**config.mk**
```make
export PLATFORM = sky130hd
export DESIGN_NAME = scrub_engine
export DESIGN_NICKNAME = d
export VERILOG_FILES = /design/src/rtl/scrub_pkg.sv /design/src/rtl/scrub_pacer.sv /design/src/rtl/scrub_poison.sv /design/src/rtl/scrub_engine.sv
export SDC_FILE = /design/constraint.sdc
export NUM_CORES = 1
export LEC_CHECK = 0
export ABC_AREA = 1
export BUFFER_PORTS_ARGS = -buffer_cell sky130_fd_sc_hd__buf_2
export CORE_MARGIN = 4
export CORE_UTILIZATION = 55
export CTS_CLUSTER_SIZE = 10
export DETAILED_ROUTE_END_ITERATION = 10
export PLACE_DENSITY = 0.9
export SYNTH_ARGS = -nofsm -noshare
export SYNTH_HDL_FRONTEND = slang
export SYNTH_HIERARCHICAL = 1
export SYNTH_SLANG_ARGS = --single-unit
```
**constraint.sdc**
```tcl
create_clock -name clk -period 2.9 [get_ports clk]
set_clock_uncertainty 0.15 [all_clocks]
set_input_delay 0.29 -clock clk [delete_from_list [all_inputs] [get_ports clk]]
set_output_delay 0.29 -clock clk [all_outputs]
set_load 0.02 [all_outputs]
```
**src/rtl/scrub_pkg.sv**
```systemverilog
`timescale 1ns/1ps
package scrub_pkg;
  typedef enum logic [1:0] {
    S_WAIT    = 2'd0,
    S_RD_REQ  = 2'd1,
    S_RD_DATA = 2'd2,
    S_WR_REQ  = 2'd3
  } scrub_state_t;
endpackage

```
**src/rtl/scrub_pacer.sv**
```systemverilog
`timescale 1ns/1ps
module scrub_pacer #(
  parameter int IW          = 32,
  parameter int FIXED_TICKS = 16000
) (
  input  logic          clk,
  input  logic          rst,
  input  logic          cfg_fixed,
  input  logic [IW-1:0] cfg_interval,
  input  logic          reload,
  output logic          expired
);
  localparam logic [IW-1:0] FIXED_VAL = IW'(FIXED_TICKS);

  logic [IW-1:0] cnt;
  logic [IW-1:0] load_val;

  assign load_val = cfg_fixed ? FIXED_VAL : cfg_interval;

  always_ff @(posedge clk) begin
    if (rst || reload) begin
      cnt <= load_val;
    end else if (cnt != '0) begin
      cnt <= cnt - 1'b1;
    end
  end

  assign expired = (cnt == '0);

  // a fixed-mode reload starts the window at the fixed tick count
  p_fixed_load_r4: assert property (@(posedge clk) disable iff (rst)
    reload && cfg_fixed |=> cnt == FIXED_VAL);

  // without a reload the window only shrinks
  p_window_shrinks_r3: assert property (@(posedge clk) disable iff (rst)
    !reload && !expired |=> cnt < $past(cnt));
endmodule

```
**src/rtl/scrub_poison.sv**
```systemverilog
`timescale 1ns/1ps
module scrub_poison #(
  parameter int NB = 16
) (
  input  logic                  clk,
  input  logic                  rst,
  input  logic                  clr,
  input  logic                  beat_valid,
  input  logic                  beat_ue,
  input  logic [$clog2(NB)-1:0] beat_idx,
  input  logic                  grp4,
  output logic [NB-1:0]         mask
);
  localparam int BW = $clog2(NB);

  logic [NB-1:0] grp_mask;

  for (genvar g = 0; g < NB; g++) begin : g_grp
    localparam logic [BW-1:0] GI = BW'(g);
    assign grp_mask[g] = grp4 ? (beat_idx[BW-1:2] == GI[BW-1:2])
                              : (beat_idx[BW-1:1] == GI[BW-1:1]);
  end

  always_ff @(posedge clk) begin
    if (rst || clr) begin
      mask <= '0;
    end else if (beat_valid && beat_ue) begin
      mask <= mask | grp_mask;
    end
  end

  // the flagged beat itself is always poisoned
  p_flag_beat_r8: assert property (@(posedge clk) disable iff (rst)
    beat_valid && beat_ue && !clr |=> mask[$past(beat_idx)]);

  // one flagged beat adds at most one group worth of bits
  p_group_bound_r9: assert property (@(posedge clk) disable iff (rst)
    beat_valid && beat_ue && !clr |=>
      $countones(mask & ~$past(mask)) <= (grp4 ? 4 : 2));
endmodule

```
**src/rtl/scrub_engine.sv**
```systemverilog
`timescale 1ns/1ps
module scrub_engine
  import scrub_pkg::*;
#(
  parameter int AW          = 24,
  parameter int IW          = 32,
  parameter int NB          = 16,
  parameter int FIXED_TICKS = 16000
) (
  input  logic          clk,
  input  logic          rst,
  input  logic          cfg_bl16,
  input  logic          cfg_grp4,
  input  logic          cfg_fixed,
  input  logic [IW-1:0] cfg_interval,
  input  logic [AW-1:0] cfg_last_addr,
  input  logic          ctl_idle,
  input  logic          scrub_gnt,
  input  logic          rd_valid,
  input  logic          rd_ce,
  input  logic          rd_ue,
  output logic          scrub_req,
  output logic          scrub_wr,
  output logic          scrub_force,
  output logic [AW-1:0] scrub_addr,
  output logic          wb_fix,
  output logic [NB-1:0] wb_poison
);
  localparam int BW = $clog2(NB);
  localparam logic [BW-1:0] LAST_LONG  = BW'(NB - 1);
  localparam logic [BW-1:0] LAST_SHORT = BW'(NB / 2 - 1);

  scrub_state_t  state;
  logic [AW-1:0] addr;
  logic [BW-1:0] beat;
  logic          fix_r;
  logic          force_r;
  logic          expired;
  logic          rd_grant;
  logic          wr_grant;
  logic          take_beat;
  logic [BW-1:0] last_beat;

  assign rd_grant  = (state == S_RD_REQ) && scrub_gnt;
  assign wr_grant  = (state == S_WR_REQ) && scrub_gnt;
  assign take_beat = (state == S_RD_DATA) && rd_valid;
  assign last_beat = cfg_bl16 ? LAST_LONG : LAST_SHORT;

  scrub_pacer #(.IW(IW), .FIXED_TICKS(FIXED_TICKS)) u_pacer (
    .clk          (clk),
    .rst          (rst),
    .cfg_fixed    (cfg_fixed),
    .cfg_interval (cfg_interval),
    .reload       (rd_grant),
    .expired      (expired)
  );

  scrub_poison #(.NB(NB)) u_poison (
    .clk        (clk),
    .rst        (rst),
    .clr        (rd_grant),
    .beat_valid (take_beat),
    .beat_ue    (rd_ue),
    .beat_idx   (beat),
    .grp4       (cfg_grp4),
    .mask       (wb_poison)
  );

  always_ff @(posedge clk) begin
    if (rst) begin
      state   <= S_WAIT;
      addr    <= '0;
      beat    <= '0;
      fix_r   <= 1'b0;
      force_r <= 1'b0;
    end else begin
      unique case (state)
        S_WAIT: begin
          if (ctl_idle || expired) begin
            state   <= S_RD_REQ;
            force_r <= !ctl_idle;
          end
        end
        S_RD_REQ: begin
          if (scrub_gnt) begin
            state   <= S_RD_DATA;
            beat    <= '0;
            fix_r   <= 1'b0;
            force_r <= 1'b0;
          end
        end
        S_RD_DATA: begin
          if (rd_valid) begin
            fix_r <= fix_r | rd_ce;
            beat  <= beat + 1'b1;
            if (beat == last_beat) state <= S_WR_REQ;
          end
        end
        S_WR_REQ: begin
          if (scrub_gnt) begin
            state <= S_WAIT;
            addr  <= (addr == cfg_last_addr) ? '0 : addr + 1'b1;
          end
        end
        default: state <= S_WAIT;
      endcase
    end
  end

  assign scrub_req   = (state == S_RD_REQ) || (state == S_WR_REQ);
  assign scrub_wr    = (state == S_WR_REQ);
  assign scrub_force = force_r;
  assign scrub_addr  = addr;
  assign wb_fix      = (state == S_WR_REQ) && fix_r;

  // an ungranted command is held unchanged
  p_hold_req_r5: assert property (@(posedge clk) disable iff (rst)
    scrub_req && !scrub_gnt |=>
      scrub_req && $stable(scrub_addr) && $stable(scrub_wr));

  // last read beat is followed by a write request
  p_write_follows_r6: assert property (@(posedge clk) disable iff (rst)
    take_beat && beat == last_beat |=> scrub_req && scrub_wr);

  // step and wrap of the walk address
  p_addr_wrap_r11: assert property (@(posedge clk) disable iff (rst)
    wr_grant && scrub_addr == cfg_last_addr |=> scrub_addr == '0);
  p_addr_step_r11: assert property (@(posedge clk) disable iff (rst)
    wr_grant && scrub_addr != cfg_last_addr |=>
      scrub_addr == $past(scrub_addr) + 1'b1);

  // a forced read only follows a busy controller
  p_force_busy_r3: assert property (@(posedge clk) disable iff (rst)
    (state == S_WAIT) && expired && !ctl_idle |=> scrub_force && scrub_req);
endmodule

```
==> metrics.md, run 1 <==
| Metric | Value |
|---|---|
| Clock Power Share | `0.268` |
| Post-synthesis sequential area ratio | `0.377` |
| Crit path launch | `state[1]` |
| Area Overhead vs Synth | `16.6%` |
| R2R cell count | `9` |
| Max VDD drop | `0.000399 V` |
| Critical-path cell list | `inv_1 -> ha_1 -> nand2_1 -> inv_1 -> nor2_2 -> nor2_2 -> inv_1 -> nor2_1 -> a21oi_1` |
| Core Util, Final | `0.671` |
| Resized Gates After CTS | `0` |
| Pin count of the biggest net entering global routing | `27` |
| H-tree levels | `3` |
| Chip Height | `104 um` |
| Fin. Hold Viols | `0` |
| Area of the core | `8850 um^2` |
| Number of global-route vias before repair | `4,632` |
| Worst endpoint required time | `2860 ps` |
| Clock-pin slew on the worst setup and hold paths | `100 ps` |
| DRT Wirelength | `12,700 um` |
| Synth warn | `6` |
| Pwr Density | `518 nW/um^2` |
| Synth top area share | `0.189` |
| Post-synth top flop | `dfxtp_1` |
| Post-synth EDFFs | `32` |
| Setup violations, final | `0` |
| Max Fanout on Critical Path | `25` |
| Leak | `2.82 nW` |
| Final Max Tran Viols | `0` |
| Psw | `1.09 mW` |
| N_diodes | `0` |
| Fmax | `0.394 GHz` |
| Gp weighted congestion | `0.949` |
| Worst stage delay on the critical path | `720 ps` |
| # nets final | `953` |
| DRC errors left | `0` |
| FF+latch count, synth | `80` |
| Synth unique cells | `40` |
| CP Data Arrival Time | `2490 ps` |
| Startpoint types | `register` |
| Post-layout minimum cycle time | `2540 ps` |
| Layout cells sized above 1 | `0.188` |
| Asr flop ratio synth | `0` |
| Worst Setup EP | `u_pacer/cnt[7]` |
| Hold Buf Count CTS | `0` |
| First-pass GRT wire length | `21,100 um` |
| Most common cell after layout, fill and taps aside | `nand2_1` |
| Final HPWL DP | `9910 um` |
| Num Clock Sinks | `80` |
| IO buf count | `109` |
| Final ANT Viol Nets | `0` |
| Switch share | `0.355` |
| Grt total ovfl | `0` |
| Setup bufs post-CTS | `0` |
| Crit path kind | `register to register` |
| Post-DR vias/cell | `5.10` |
| Initial antenna violation count | `2` |
| P_int | `1.98 mW` |
| CP Capture Type | `register` |
| Avg Cell Area, Syn | `6.65 um^2` |
| Flop pwr share | `0.465` |
| Most frequent cells in the layout | `nand2_1 (234), nor2_1 (127), inv_1 (109), buf_2 (109), dfxtp_1 (48)` |
| Share of total power in combinational logic | `0.267` |
| Clk_lat worst skew | `360 ps` |
| Rel. slew slack | `0.362` |
| Hold Slack | `12.7 ps` |
| Synth area leaders | `dfxtp_1 (19%), edfxtp_1 (19%), nand2_1 (17%), nor2_1 (9.4%), inv_1 (8.0%)` |
| CTS tree | `yes` |
| Worst path slowest cell | `nor2_2` |
| IO Count | `110` |
| Synth area leader | `dfxtp_1` |
| Worst-Margin Slew | `955 ps` |
| Mapped Nets | `840` |
| Clock Path Buffers | `2` |
| Reg2Reg Setup Slack | `360 ps` |
| Reg2reg start | `state[1]` |
| Dpl cells | `976` |
| Die area | `10,900 um^2` |
| DR vias | `5,064` |
| Mapped Area | `5090 um^2` |
| 1st-iter DRT viols | `296` |
| Tot Pwr | `3.07 mW` |
| CP most frequent cell | `inv_1` |
| CTS Buf Count | `9` |
| Clk root buf | `clkbuf_8` |
| Final period util | `0.875` |
| RSZ-0062 raised after global routing | `no` |
| Final Non-Filler Cells | `992` |
| Worst hold path type | `input port to register` |
| Initial DRT Pass Iterations | `5` |
| Max Cap Viol | `0` |
| Die width | `104 um` |
| TNS Setup | `0 ps` |
| Post-synthesis cell count | `766` |
| Status | `completed` |
| Worst Hold Depth | `3` |
| Effective utilization at floorplan | `0.575` |
| Site row count | `34` |
| Worst r2r dst | `u_pacer/cnt[7]` |
| Gr usage total | `0.232` |
| WL/cell | `12.8 um` |
[layer usage]
metal	routed length, um	global-route usage	vias up
li1	-	-	2612
met1	5400	0.291	2262
met2	6170	0.403	167
met3	911	0.0602	19
met4	178	0.0522	4
met5	26	0	-
[cells by family after synthesis]
group,count (synthesis),synth area share
buffers and inverters,121,0.0958
AO/OA/AOI/OAI,69,0.0764
flip-flops,80,0.377
adder cells (fa/ha/maj),8,0.0197
AND/OR/NAND/NOR,466,0.393
XOR/XNOR,22,0.0378
[power groups by stage]
stage | logic (mW) | registers (mW) | clock network [mW]
final | 0.821 | 1.43 | 0.824
after global routing | 0.942 | 1.45 | 0.892
after CTS | 0.822 | 1.43 | 0.844
after detailed placement | 0.813 | 1.45 | 0
after global placement | 0.792 | 1.45 | 0
after floorplan | 0.606 | 1.44 | 0
[sequential cells by signal, summed over array words and instances, names as in the netlist]
register       count
scrub_addr        24
u_pacer/cnt       32
scrub_force        1
state              2
fix_r              1
beat               4
u_poison/mask     16
[per-stage QoR]
| step | instance area (um^2) | worst slack [ps] |
|---|---|---|
| finish | 5940 | 363 |
| global route | 5940 | 10.1 |
| global placement | 5730 | 443 |
| floorplan | 5090 | 671 |
| CTS | 5940 | 357 |
| detailed placement | 5730 | 344 |
[critical path, delay by kind of cell (launching register included)]
kind,cells,cell delay [ps]
AO/OA/AOI/OAI,1,60
flip-flops,1,340
AND/OR/NAND/NOR,4,1050
buffers and inverters,3,440
adder cells (fa/ha/maj),1,250
[cells in the mapped netlist (2+ instances only)]
cell	n
clkbuf_1	2
o21bai_1	4
nor3_1	13
o21ai_0	22
buf_6	4
a21oi_2	2
a31oi_1	2
nor2_2	13
dfxtp_1	48
nand2_1	234
ha_1	8
nor2_1	128
nand2_2	8
a21oi_1	34
xnor2_1	3
inv_1	109
inv_2	3
nor2_4	3
nand3_1	44
buf_2	3
edfxtp_1	32
nand3_4	2
nand4_1	8
or2_2	2
or2_0	2
xor2_1	19
[final cells by class]
cell class | instances | area [um^2]
multi-input combinational | 565 | 2680
fill | 829 | 2910
clock buffer | 10 | 149
inverter | 112 | 420
clock inverter | 6 | 55.1
sequential | 80 | 1920
tap | 108 | 135
timing repair buffer | 111 | 573
[worst min-delay path by stage]
stage / slack, ps / start / endpoint
3_3_place_gp: 280 / u_poison/mask[8] / u_poison/mask[8]
2_1_floorplan: 210 / rst / beat[1]
3_5_place_dp: 290 / u_poison/mask[8] / u_poison/mask[8]
5_1_grt: 9 / rd_ce / fix_r
4_1_cts: 0.05 / rd_ce / fix_r
6_report: 10 / rd_ce / fix_r
(Power assumes the default switching activity.)
==> run 2, diff against run 1 <==
==> constraint.sdc (replaced) <==
create_clock -name clk -period 2.9 [get_ports clk]
set_clock_uncertainty 0.15 [all_clocks]
set_input_delay 0.145 -clock clk [delete_from_list [all_inputs] [get_ports clk]]
set_output_delay 0.145 -clock clk [all_outputs]
set_load 0.02 [all_outputs]
==> metrics.md, run 2 (synthesized netlist as in run 1, its figures left out) <==
| Metric | Value |
|---|---|
| Effective utilization at floorplan | `0.575` |
| Worst r2r dst | `u_pacer/cnt[13]` |
| DRT Wirelength | `12,700 um` |
| Placement-stage cell area | `5730 um^2` |
| Final Non-Filler Cells | `1,025` |
| Register area | `1920 um^2` |
| IO Count | `110` |
| # nets final | `986` |
| Worst-Margin Slew | `1000 ps` |
| Setup bufs post-CTS | `0` |
| Leak | `2.94 nW` |
| N_diodes | `0` |
| Hold Path End | `u_pacer/cnt[4]` |
| Num Clock Sinks | `80` |
| Rel. slew slack | `0.333` |
| Clk_lat worst skew | `350 ps` |
| Met2 Wirelength | `6070 um` |
| Area of the core | `8850 um^2` |
| Initial DRT Pass Iterations | `5` |
| Dpl cells | `976` |
| CP Capture Type | `register` |
| Layout cells sized above 1 | `0.181` |
| Placement Setup Slack | `399 ps` |
| CTS Buf Count | `9` |
| Met3 Wirelength | `910 um` |
| Largest Register | `u_pacer/cnt` |
| Reg2Reg Setup Slack | `370 ps` |
| Hold Buf Count CTS | `33` |
| Max VDD drop | `0.000321 V` |
| Hold Crit Start | `cfg_interval[4]` |
| DRC errors left | `0` |
| Chip Height | `104 um` |
| Clock Path Buffers | `2` |
| Startpoint types | `register` |
| Final HPWL DP | `9690 um` |
| Fin area | `6240 um^2` |
| Gr usage total | `0.239` |
| Worst hold path type | `input port to register` |
| CP Data Arrival Time | `2490 ps` |
| TNS Setup | `0 ps` |
| Most common cell after layout, fill and taps aside | `nand2_1` |
| RSZ-0062 raised after global routing | `no` |
| Clock-pin slew on the worst setup and hold paths | `90 ps` |
| 1st-iter DRT viols | `317` |
| Pwr Density | `488 nW/um^2` |
| Site row count | `34` |
| IO buf count | `109` |
| First-pass GRT wire length | `21,800 um` |
| Status | `completed` |
| Area of the multi-input gates | `2680 um^2` |
| Fin. Hold Viols | `0` |
| CTS tree | `yes` |
| Die width | `104 um` |
| Area Overhead vs Synth | `22.6%` |
| Final period util | `0.874` |
| Hold Slack | `18.6 ps` |
| Crit path kind | `register to register` |
| Max Cap Viol | `0` |
| Pin count of the biggest net entering global routing | `27` |
| Post-layout minimum cycle time | `2530 ps` |
| H-tree levels | `3` |
| Worst endpoint required time | `2860 ps` |
| Initial antenna violation count | `0` |
| Number of global-route vias before repair | `4,781` |
| Gp weighted congestion | `0.955` |
| Max FFs per register | `32` |
| Resized Gates After CTS | `0` |
| Die area | `10,900 um^2` |
| Fin worst setup slack | `365 ps` |
| Fillers | `731` |
| Setup violations, final | `0` |
| Reg2reg start | `state[1]` |
| Fmax | `0.395 GHz` |
| Post-DR vias/cell | `5.07` |
| Worst Hold Depth | `3` |
| Most frequent cells in the layout | `nand2_1 (234), nor2_1 (127), inv_1 (109), buf_2 (109), dfxtp_1 (48)` |
| Grt total ovfl | `0` |
| Max Fanout on Critical Path | `25` |
| Final Max Tran Viols | `0` |
| R2R cell count | `9` |
| WL/cell | `12.4 um` |
| Final ANT Viol Nets | `0` |
| Top sig layer | `met4` |
| M1 WL | `5590 um` |
| DR vias | `5,196` |
| Clk root buf | `clkbuf_8` |
==> run 2: cell types whose count changed in the layout (fill, tap and decap cells not counted), sizes merged <==
cell,change
clkbuf,-1
clkinvlp,+1
dlygate4sd3,+33
==> run 2: cell type report <==
class | instances | share of cell area
flip-flops and latches | 80 | 0.308
multi-input cells | 565 | 0.430
inverters | 112 | 0.0673
clock inverters | 7 | 0.00862
well taps | 108 | 0.0216
clock buffers | 9 | 0.0198
repair buffers | 144 | 0.145
==> run 2: stage by stage <==
step                utilization  power, mW
floorplan                     -       2.04
global placement          0.648       2.24
detailed placement        0.648       2.25
CTS                       0.705       3.06
global route              0.705       3.25
finish                    0.705       3.05
==> run 2: metal layers <==
metal | global-route usage | vias to the layer above
li1 | - | 2682
met1 | 0.322 | 2297
met2 | 0.402 | 201
met3 | 0.0379 | 16
met4 | 0.0636 | 0
met5 | 0 | -
==> run 2: worst max-delay path by stage <==
stage	start	to	slack, ps
after floorplan	u_pacer/cnt[0]	u_pacer/cnt[0]	670
after global placement	state[1]	u_pacer/cnt[12]	490
after detailed placement	state[1]	u_pacer/cnt[13]	400
after CTS	state[1]	u_pacer/cnt[13]	380
after global routing	state[1]	u_pacer/cnt[10]	150
final	state[1]	u_pacer/cnt[13]	370
==> run 2: worst max-delay path: stages, from the launching register on <==
cell     delay (ps)
dfxtp_1         340
inv_1           110
ha_1            240
nand2_1         100
inv_1            90
nor2_2           50
nor2_2          750
inv_1           230
nor2_1          160
a21oi_1          50
==> run 2: where the power goes <==
part           internal (mW)  total [mW]  switching, mW
combinational          0.318       0.850          0.532
sequential              1.31        1.43          0.117
clock                  0.321       0.769          0.449
